File: config.mk
export PLATFORM = sky130hd
export DESIGN_NAME = sec_gate
export DESIGN_NICKNAME = d
export VERILOG_FILES = /design/src/rtl/sec_gate.sv
export SDC_FILE = /design/constraint.sdc
export NUM_CORES = 1
export LEC_CHECK = 0
export BUFFER_PORTS_ARGS = -buffer_cell sky130_fd_sc_hd__buf_2
export CAP_MARGIN = 5
export CORE_MARGIN = 4
export CORE_UTILIZATION = 44
export DETAILED_ROUTE_END_ITERATION = 10
export PLACE_DENSITY = 0.77
export SETUP_SLACK_MARGIN = 0.05
export SLEW_MARGIN = 15
export SYNTH_ARGS = -nofsm -noshare
export SYNTH_HDL_FRONTEND = slang
export SYNTH_SLANG_ARGS = --single-unit
File: constraint.sdc
create_clock -name clk -period 2.78 [get_ports clk]
set_clock_uncertainty 0.2 [all_clocks]
set_input_delay 0.556 -clock clk [delete_from_list [all_inputs] [get_ports clk]]
set_output_delay 0.556 -clock clk [all_outputs]
set_load 0.03 [all_outputs]
File: src/rtl/sec_gate.sv
module sec_gate #(
  parameter logic [7:0] RESET_LEVEL = 8'hFF
) (
  input  logic       clk,
  input  logic       rst_n,
  input  logic       cmd_valid,
  input  logic [2:0] cmd_class,
  input  logic [7:0] new_level,
  output logic       rsp_valid,
  output logic       allow,
  output logic [7:0] status,
  output logic [7:0] level
);
  localparam logic [7:0] LVL_OPEN = 8'hFF;
  localparam logic [7:0] LVL_WP   = 8'hFE;
  localparam logic [7:0] LVL_RWP  = 8'hFC;
  localparam logic [7:0] ST_OK    = 8'h2E;
  localparam logic [7:0] ST_WR    = 8'h50;
  localparam logic [7:0] ST_RD    = 8'h4C;

  logic       wr_locked, rd_locked, raise_ok, ok;
  logic [7:0] deny_code;

  assign wr_locked = (level != LVL_OPEN);
  assign rd_locked = (level == LVL_RWP);
  assign raise_ok  = (new_level == LVL_WP  && level == LVL_OPEN) ||
                     (new_level == LVL_RWP && level != LVL_RWP);

  always_comb begin
    ok        = 1'b1;
    deny_code = ST_WR;
    case (cmd_class)
      3'd0, 3'd2: ok = !wr_locked;
      3'd1, 3'd3: begin ok = !rd_locked; deny_code = ST_RD; end
      3'd5:       ok = !rd_locked;
      3'd7:       ok = raise_ok;
      default:    ok = 1'b1;
    endcase
  end

  always_ff @(posedge clk or negedge rst_n) begin
    if (!rst_n) begin
      rsp_valid <= 1'b0;
      allow     <= 1'b0;
      status    <= 8'h00;
      level     <= RESET_LEVEL;
    end else begin
      rsp_valid <= cmd_valid;
      if (cmd_valid) begin
        allow  <= ok;
        status <= ok ? ST_OK : deny_code;
        if (cmd_class == 3'd6)
          level <= LVL_OPEN;
        else if (cmd_class == 3'd7 && ok)
          level <= new_level;
      end
    end
  end
endmodule

# Word level (Yosys, flattened, before mapping)
# Index checks and enable logic that the tools add are counted.
[word_totals] reg_bits=18 input_bits=14 out_inout_bits=18 wordCells=33
[classes] n_eq_ne=12 mux=5 reduce_logical=12
[ops] op="== test 8 bit (second input constant)" count=4
[ops] op="two-way mux 8 bit" count=2
[ops] op="!= test 8 bit (second input constant)" count=2
[ops] op="== test 3 bit (second input constant)" count=3
[ops] op="two-way mux 7 bit" count=1
[ops] op="== test 3 x 2 -> 1 bit (second input constant)" count=2
[ops] op="two-way mux 5 bit" count=1
[ops] op="OR reduction 2 bit" count=2
[ops] op="== test 3 x 1 -> 1 bit (second input constant)" count=1
[ops] op="logical AND 1 bit" count=3
[ops] op="zero test 3 bit" count=1
[ops] op="case mux 1 bit (3 select lines)" count=1
[ops] op="OR reduction 3 bit" count=1
[ops] op="zero test 1 bit" count=2
[ops] op="AND reduction 2 bit" count=1
[ops] op="nonzero test 2 bit" count=1
[ops] op="logical OR 1 bit" count=1

# Depth between registers and ports, before layout
# Gate-level depths: netlist of the first run.
[logic_depth] word_depth=7 depth_mapped=5 depth_no_buf=5

# Worst setup path after synthesis of the first run
# Ideal clock, no wire load.
[synth_timing] path_type="flip-flop to flip-flop" startpoint="register level[5]" endpoint="register status[5]" setup_time_ps=125 t_arrival_ps=1831 required_time_ps=2455 slack_ps=624 stages_incl_launch_ff=6 path_buffers=0 synth_period_minus_slack_ps=2156 cell_sequence="dfstp_2 > nand4_2 > or4_4 > a21oi_4 > a21oi_2 > mux2_4"
[synth_via] elab_chain_len=5 elab_cells_between_ends=11 cone_classes="4 x eq/ne; 2 x mux; 5 x reduce/logical"
[synth_lines] item="from (decl)" line="12" text="output logic [7:0] level"
[synth_lines] item="from (signal assigned)" line="55" text="level <= new_level;"
[synth_lines] item="== test 8 bit / != test 8 bit (equally long branches)" line="26, 27"
[synth_lines] item="logical AND 1 bit, on equally long branches" line="26, 27"
[synth_lines] item="logical OR 1 bit" line="26" text="assign raise_ok = (new_level == LVL_WP && level == LVL_OPEN) ||"
[synth_lines] item="case mux 1 bit (3 select lines) *" line="32" text="case (cmd_class)"
[synth_lines] item="two-way mux 7 bit *" line="51" text="status <= ok ? ST_OK : deny_code;"
[synth_lines] item="to (signal assigned)" line="51"
[synth_lines] item="to (decl)" line="11" text="output logic [7:0] status,"
# Mark *: on every way between the ends. The rest lies on a longest branch, timed or not.
# A chain may end at the register's enable or synchronous reset.

# Worst setup path after layout of the first run
[layout_timing] startpoint="register level[4]" endpoint="register status[5]"
# Same word-level chain as after synthesis.

==> results of run 1 <==
[worst reg2reg max path, cell delays in order, from the launching register on]
cell,delay (ns)
dfstp_2,0.56
nand4_2,0.18
or4_4,0.54
a21oi_4,0.18
a21oi_2,0.11
mux2_4,0.27
[synth_stat cells]
cell type  n
a211o_1    1
a21o_1     1
a21oi_1    3
a21oi_2    1
a21oi_4    1
a31oi_1    2
and3_1     1
buf_1      1
buf_4      5
conb_1     1
dfrtp_1    5
dfstp_2    8
inv_1      2
mux2_4     1
nand2_1    2
nand3_1    3
nand4_1    2
nand4_2    1
nor2_1     5
nor3_1     1
nor4_1     2
o21a_1     1
o21ai_0    1
o21ba_1    1
o22a_1     1
o22ai_1    1
o31ai_1    1
or2_1      6
or3_1      1
or3b_1     1
or4_4      1
[report_power, final]
part	leakage (uW)	total, uW	internal [uW]	switching (uW)
clock	0.0000177	113	53.2	59.5
sequential	0.000141	233	214	18.4
combinational	0.000226	171	58.4	113
[cell families (layout without fill, tap and decap cells)]
| logic type | after synthesis | in the layout | share of synthesized area |
|---|---|---|---|
| and+or+nand+nor | 26 | 26 | 0.2295 |
| AOI/OAI and AO/OA | 15 | 15 | 0.1698 |
| DFF | 13 | 13 | 0.5000 |
| buffers and inverters | 8 | 36 | 0.07277 |
| other | 1 | 2 | 0.005592 |
| muxes | 1 | 1 | 0.02238 |
[per-layer routing]
layer	global-route usage	up-vias	wire length [um]
li1	-	280	-
met1	0.1814	260	630
met2	0.2412	22	612
met3	0.03831	2	135
met4	0.08287	0	12
met5	0	-	0
[layout make-up]
cell class                 count  area share
clock inverter                 1    0.005997
multi-input combinational     44      0.3478
inverter                       2    0.008996
tap                           15     0.02249
timing repair buffer          30      0.1859
clock buffer                   3     0.02699
sequential                    13      0.4018
[final timing paths]
kind                           start        end  slack (ns)  depth (start not counted)
setup / recovery            level[4]  status[5]        0.63                          5
hold / removal             cmd_valid  rsp_valid        0.30                          1
setup reg to reg            level[4]  status[5]        0.63                          5
hold reg to reg            status[3]  status[3]        0.32                          1
max in group asynchronous      rst_n   level[2]        1.63                          2
min in group asynchronous      rst_n  rsp_valid        0.47                          2
[flip-flops by register name, indices dropped and copies added, names as in the netlist]
signal     cells
level          8
rsp_valid      1
status         4
[per-stage QoR]
step	setup WS [ns]	instance area (um^2)	instances	utilization	hold WS (ns)
after global placement	0.6405	797.0	103	0.5833	0.2469
after detailed placement	0.6290	797.0	103	0.5833	0.2503
after floorplan	0.6238	674.4	65	-	0.06041
after CTS	0.6399	834.6	108	0.6108	0.2893
after global routing	0.5502	834.6	108	0.6108	0.2832
final	0.6324	834.6	108	0.6108	0.3028
==> flow_metrics.tcl, run 1 <==
set metrics [dict create \
    leakage_uw 0.0003848 \
    multiInputGateArea_um2 290.3 \
    clockRootBuffer "clkbuf_4" \
    tns_ns 0 \
    port_buffers 29 \
    num_rows 13 \
    wire_per_inst_um 12.88 \
    synth_cell_types 31 \
    gp_congestion 0.8418 \
    finalSetupViolCount 0 \
    numCtsBuffers 3 \
    clkTransAtPathRegs_ns 0.08 \
    antenna_found_initial 0 \
    area_growth_pct 24.44 \
    ys_ff_latch 13 \
    nFillCells 122 \
    final_layout_size_suffix_gt1_frac 0.4946 \
    drv_slew 0 \
    cp_max_fo 6 \
    post_cts_resized 0 \
    worstSetupPathType "reg -> reg" \
    critPathCaptureType "flop" \
    cts_htree_levels 1 \
    final_common_cell "buf_2" \
    drc 0 \
    regArea_um2 335.3 \
    worst_pin_slew_ns 0.5689 \
    crit_buf_inv 0 \
    io_pins 32 \
    hpwlAfterDp_um 1085 \
    synthTopCellsByArea "dfstp_2, dfrtp_1, buf_4" \
    diodes 0 \
    max-vdd-ir-drop_v 0.0003599 \
    die_h_um 47.04 \
    synth_area_um2 670.6 \
    arrival_ns 2.11 \
    max-slew-margin-rel 0.6172 \
    fmax_mhz 465.6 \
    drv_cap 0 \
    fin_crit_sh 0.7725 \
    die-area_mm2 0.002213 \
    grt_setup_unrepaired "no" \
    clock_sinks 13 \
    synth_cells 64 \
    synth_top_area_cell "dfstp_2" \
    finalHoldViolCount 0 \
    seq_area_frac_synth 0.5000 \
    grt_pass1_vias 543 \
    drt_pass1_iterations 4 \
    hp-class "in -> reg" \
    post_synth.cell_area_avg_um2 10.48 \
    period_needed_ns 2.148 \
    max_stage_delay_ns 0.56 \
    worstSkewPairLatency_ns 0.27 \
    grt_max_degree 14 \
    grt_overflow 0 \
    p_total_uw 516.4 \
    ant_nets 0 \
    groute.usage.overall 0.1496 \
    dieWidth_um 47.04 \
    yosysWarnings 0 \
    nets 108 \
    final_cell_mix "buf_2, dfstp_2, or2_1" \
    crit_slowest_cell "dfstp_2" \
    num_vias 564 \
    hold_buffers 1 \
    startpoint_type "flop" \
    critPathRequiredTime_ns 2.74 \
    powerDensity_mw_per_mm2 618.7 \
    cp_top_family "simple AND/OR/NAND/NOR gates" \
    routed_via_density 5.222 \
    initialDrtViolationCount 8 \
    initial_utilization 0.4908 \
    core_area_mm2 0.001366 \
    postCtsSetupRepairBufs 0 \
    cts_tree "yes" \
    grt_pass1_wl_um 2270 \
    outcome "finished clean" \
    clock_path_buffers 2 \
    worstPathCellList "nand4_2 > or4_4 > a21oi_4 > a21oi_2 > mux2_4" \
    drt-total-wl_um 1391 \
    synth_top_area_frac 0.3134 \
]
Power figures use the tool's default switching activity.
==> run 2, diff against run 1 <==
--- a/config.mk
+++ b/config.mk
@@ -8,9 +8,9 @@
 export BUFFER_PORTS_ARGS = -buffer_cell sky130_fd_sc_hd__buf_2
 export CAP_MARGIN = 5
 export CORE_MARGIN = 4
-export CORE_UTILIZATION = 44
+export CORE_UTILIZATION = 39
 export DETAILED_ROUTE_END_ITERATION = 10
-export PLACE_DENSITY = 0.77
+export PLACE_DENSITY = 0.72
 export SETUP_SLACK_MARGIN = 0.05
 export SLEW_MARGIN = 15
 export SYNTH_ARGS = -nofsm -noshare
==> constraint.sdc (replaced) <==
create_clock -name clk -period 1.8 [get_ports clk]
set_clock_uncertainty 0.2 [all_clocks]
set_input_delay 0.36 -clock clk [delete_from_list [all_inputs] [get_ports clk]]
set_output_delay 0.36 -clock clk [all_outputs]
set_load 0.03 [all_outputs]
==> run 2 against run 1 <==
Effect of this change: the flow now finishes with violations (negative setup slack); hold slack lost 0.20 ns; global-route usage up 0.67 points; clock-buffer cell count up 1; clock power up 59%; register-to-register slack worse by 0.81 ns; design area up 18%; largest cell class unchanged; largest power group unchanged.
==> flow_metrics.tcl, run 2 (synthesized netlist as in run 1, its figures left out) <==
set metrics [dict create \
    grt_max_degree 14 \
    initial_utilization 0.4302 \
    max_stage_delay_ns 0.57 \
    fin_crit_sh 1.101 \
    reg2regPathDepth 5 \
    final_area_um2 988.4 \
    groute.usage.overall 0.1563 \
    period_needed_ns 1.982 \
    crit_slowest_cell "dfstp_2" \
    clockRootBuffer "clkbuf_4" \
    crit_buf_inv 0 \
    cp_max_fo 6 \
    cts_tree "yes" \
    final_layout_size_suffix_gt1_frac 0.5780 \
    clock_path_buffers 2 \
    largest_reg_flops 8 \
    num_rows 14 \
    nets 124 \
    io_pins 32 \
    grt_setup_unrepaired "yes" \
    die-area_mm2 0.002447 \
    outcome "complete, but fails checks" \
    leakage_uw 0.0004656 \
    layout.cells.non_filler 125 \
    top_register "level" \
    place_area_um2 914.6 \
    wire_per_inst_um 13.48 \
    worstPathCellList "nand4_4 > or4_4 > a21oi_4 > a21oi_4 > mux2_4" \
    cp-startpoint "level[2]" \
    drt-total-wl_um 1685 \
    routed_via_density 5.104 \
    num_vias 638 \
    max-vdd-ir-drop_v 0.0006479 \
    critPathRequiredTime_ns 1.77 \
    use_met3 0.02410 \
    drv_cap 0 \
    diodes 0 \
    dieWidth_um 49.47 \
    critPathCaptureType "flop" \
    grt_overflow 0 \
    cts_htree_levels 1 \
    area_growth_pct 47.39 \
    antenna_found_initial 0 \
    largestRegisters "level: 8 flops, status: 4 flops, rsp_valid: 1 flops" \
    gp_congestion 0.8289 \
    worstSetupPathType "reg -> reg" \
    regToRegEndpoint "status[5]" \
    clkTransAtPathRegs_ns 0.07 \
    path_depth 5 \
    powerDensity_mw_per_mm2 847.0 \
    gr-usage-met2 0.2723 \
    fmax_mhz 504.7 \
    initialDrtViolationCount 10 \
    cp_top_family "flip-flops" \
    hold_ws_ns 0.09815 \
    arrival_ns 1.95 \
    drv_slew 0 \
    reg2reg_from "level[2]" \
    critPathCapture "status[5]" \
    hp-class "in -> reg" \
    ant_nets 0 \
    finalHoldViolCount 0 \
    die_h_um 49.47 \
    numPlacedInstances 117 \
    core_area_mm2 0.001559 \
    worstSkewPairLatency_ns 0.28 \
    port_buffers 29 \
    grt_pass1_wl_um 2863 \
    worst_slack_ns -0.1815 \
    final_cell_mix "buf_2, buf_4, dfstp_2" \
    violations "negative setup slack" \
    busiest_layer "met2" \
    use_met1 0.1723 \
    final_common_cell "buf_2" \
    path_common_cell "a21oi_4" \
    startpoint_type "flop" \
    reg2reg_slack_ns -0.18 \
    finalSetupViolCount 12 \
    numCtsBuffers 3 \
    grt_pass1_vias 640 \
    drc 0 \
    hpwlAfterDp_um 1299 \
    clock_sinks 13 \
    drt_pass1_iterations 4 \
]
[run 2: cell types whose count changed in the layout (fill, tap and decap cells not counted)]
cell,change
a21oi_1,-1
a21oi_4,+1
buf_2,-3
buf_4,+15
buf_6,+1
clkbuf_1,+1
clkbuf_4,+3
clkinv_2,-1
nand2_1,-1
nand2_2,+1
nand4_2,-1
nand4_4,+1
[run 2: worst min path at each step]
stage	start	endpoint	slack (ns)	cells past startpoint
after floorplan	rst_n	rsp_valid	-0.14	0
after global placement	rst_n	status[5]	0.05	1
after detailed placement	rst_n	status[4]	0.06	1
after CTS	cmd_valid	rsp_valid	0.09	1
after global routing	cmd_valid	rsp_valid	0.09	1
final	cmd_valid	rsp_valid	0.1	1
[run 2: cell type report]
cell class,count,area (um^2)
sequential,13,335.3
tap,16,20.02
timing repair buffer,46,286.5
inverter,2,7.507
fill,131,570.5
multi-input combinational,44,312.8
clock buffer,4,26.28
[run 2: worst reg2reg max path, stage by stage (launching register included)]
cell and delay, ns:
dfstp_2 0.57, nand4_4 0.11, or4_4 0.44, a21oi_4 0.20
a21oi_4 0.10, mux2_4 0.26
[run 2: repair_timing]
action                     CTS  global route
hold endpoints to repair     5             0
buffers inserted             1             2
setup endpoints to repair   12            15
pin swaps                    1             1
gates resized for setup      1             4
cloned                       0             0
hold buffers                 1             0
[run 2: power by group]
group          leakage (uW)  internal (uW)  switching (uW)
Clock             0.0000150           86.1            93.7
Sequential         0.000141            331            21.8
Combinational      0.000309            117             188
[run 2: per-stage QoR]
stage          total power (uW)  setup TNS [ns]    util  setup WS [ns]
2_1_floorplan             573.5          -1.850       -        -0.2459
3_3_place_gp              651.8         -0.9556  0.5867        -0.1308
3_5_place_dp              655.2          -1.216  0.5867        -0.1532
4_1_cts                   841.4          -1.284  0.6172        -0.1765
5_1_grt                   898.4          -2.308  0.6340        -0.2476
6_report                  837.2          -1.328  0.6340        -0.1815
[run 2: routing by layer]
layer	routed length (um)	part of all wire
met5	0	0
met1	678	0.40
met2	863	0.51
met4	40	0.024
met3	103	0.061
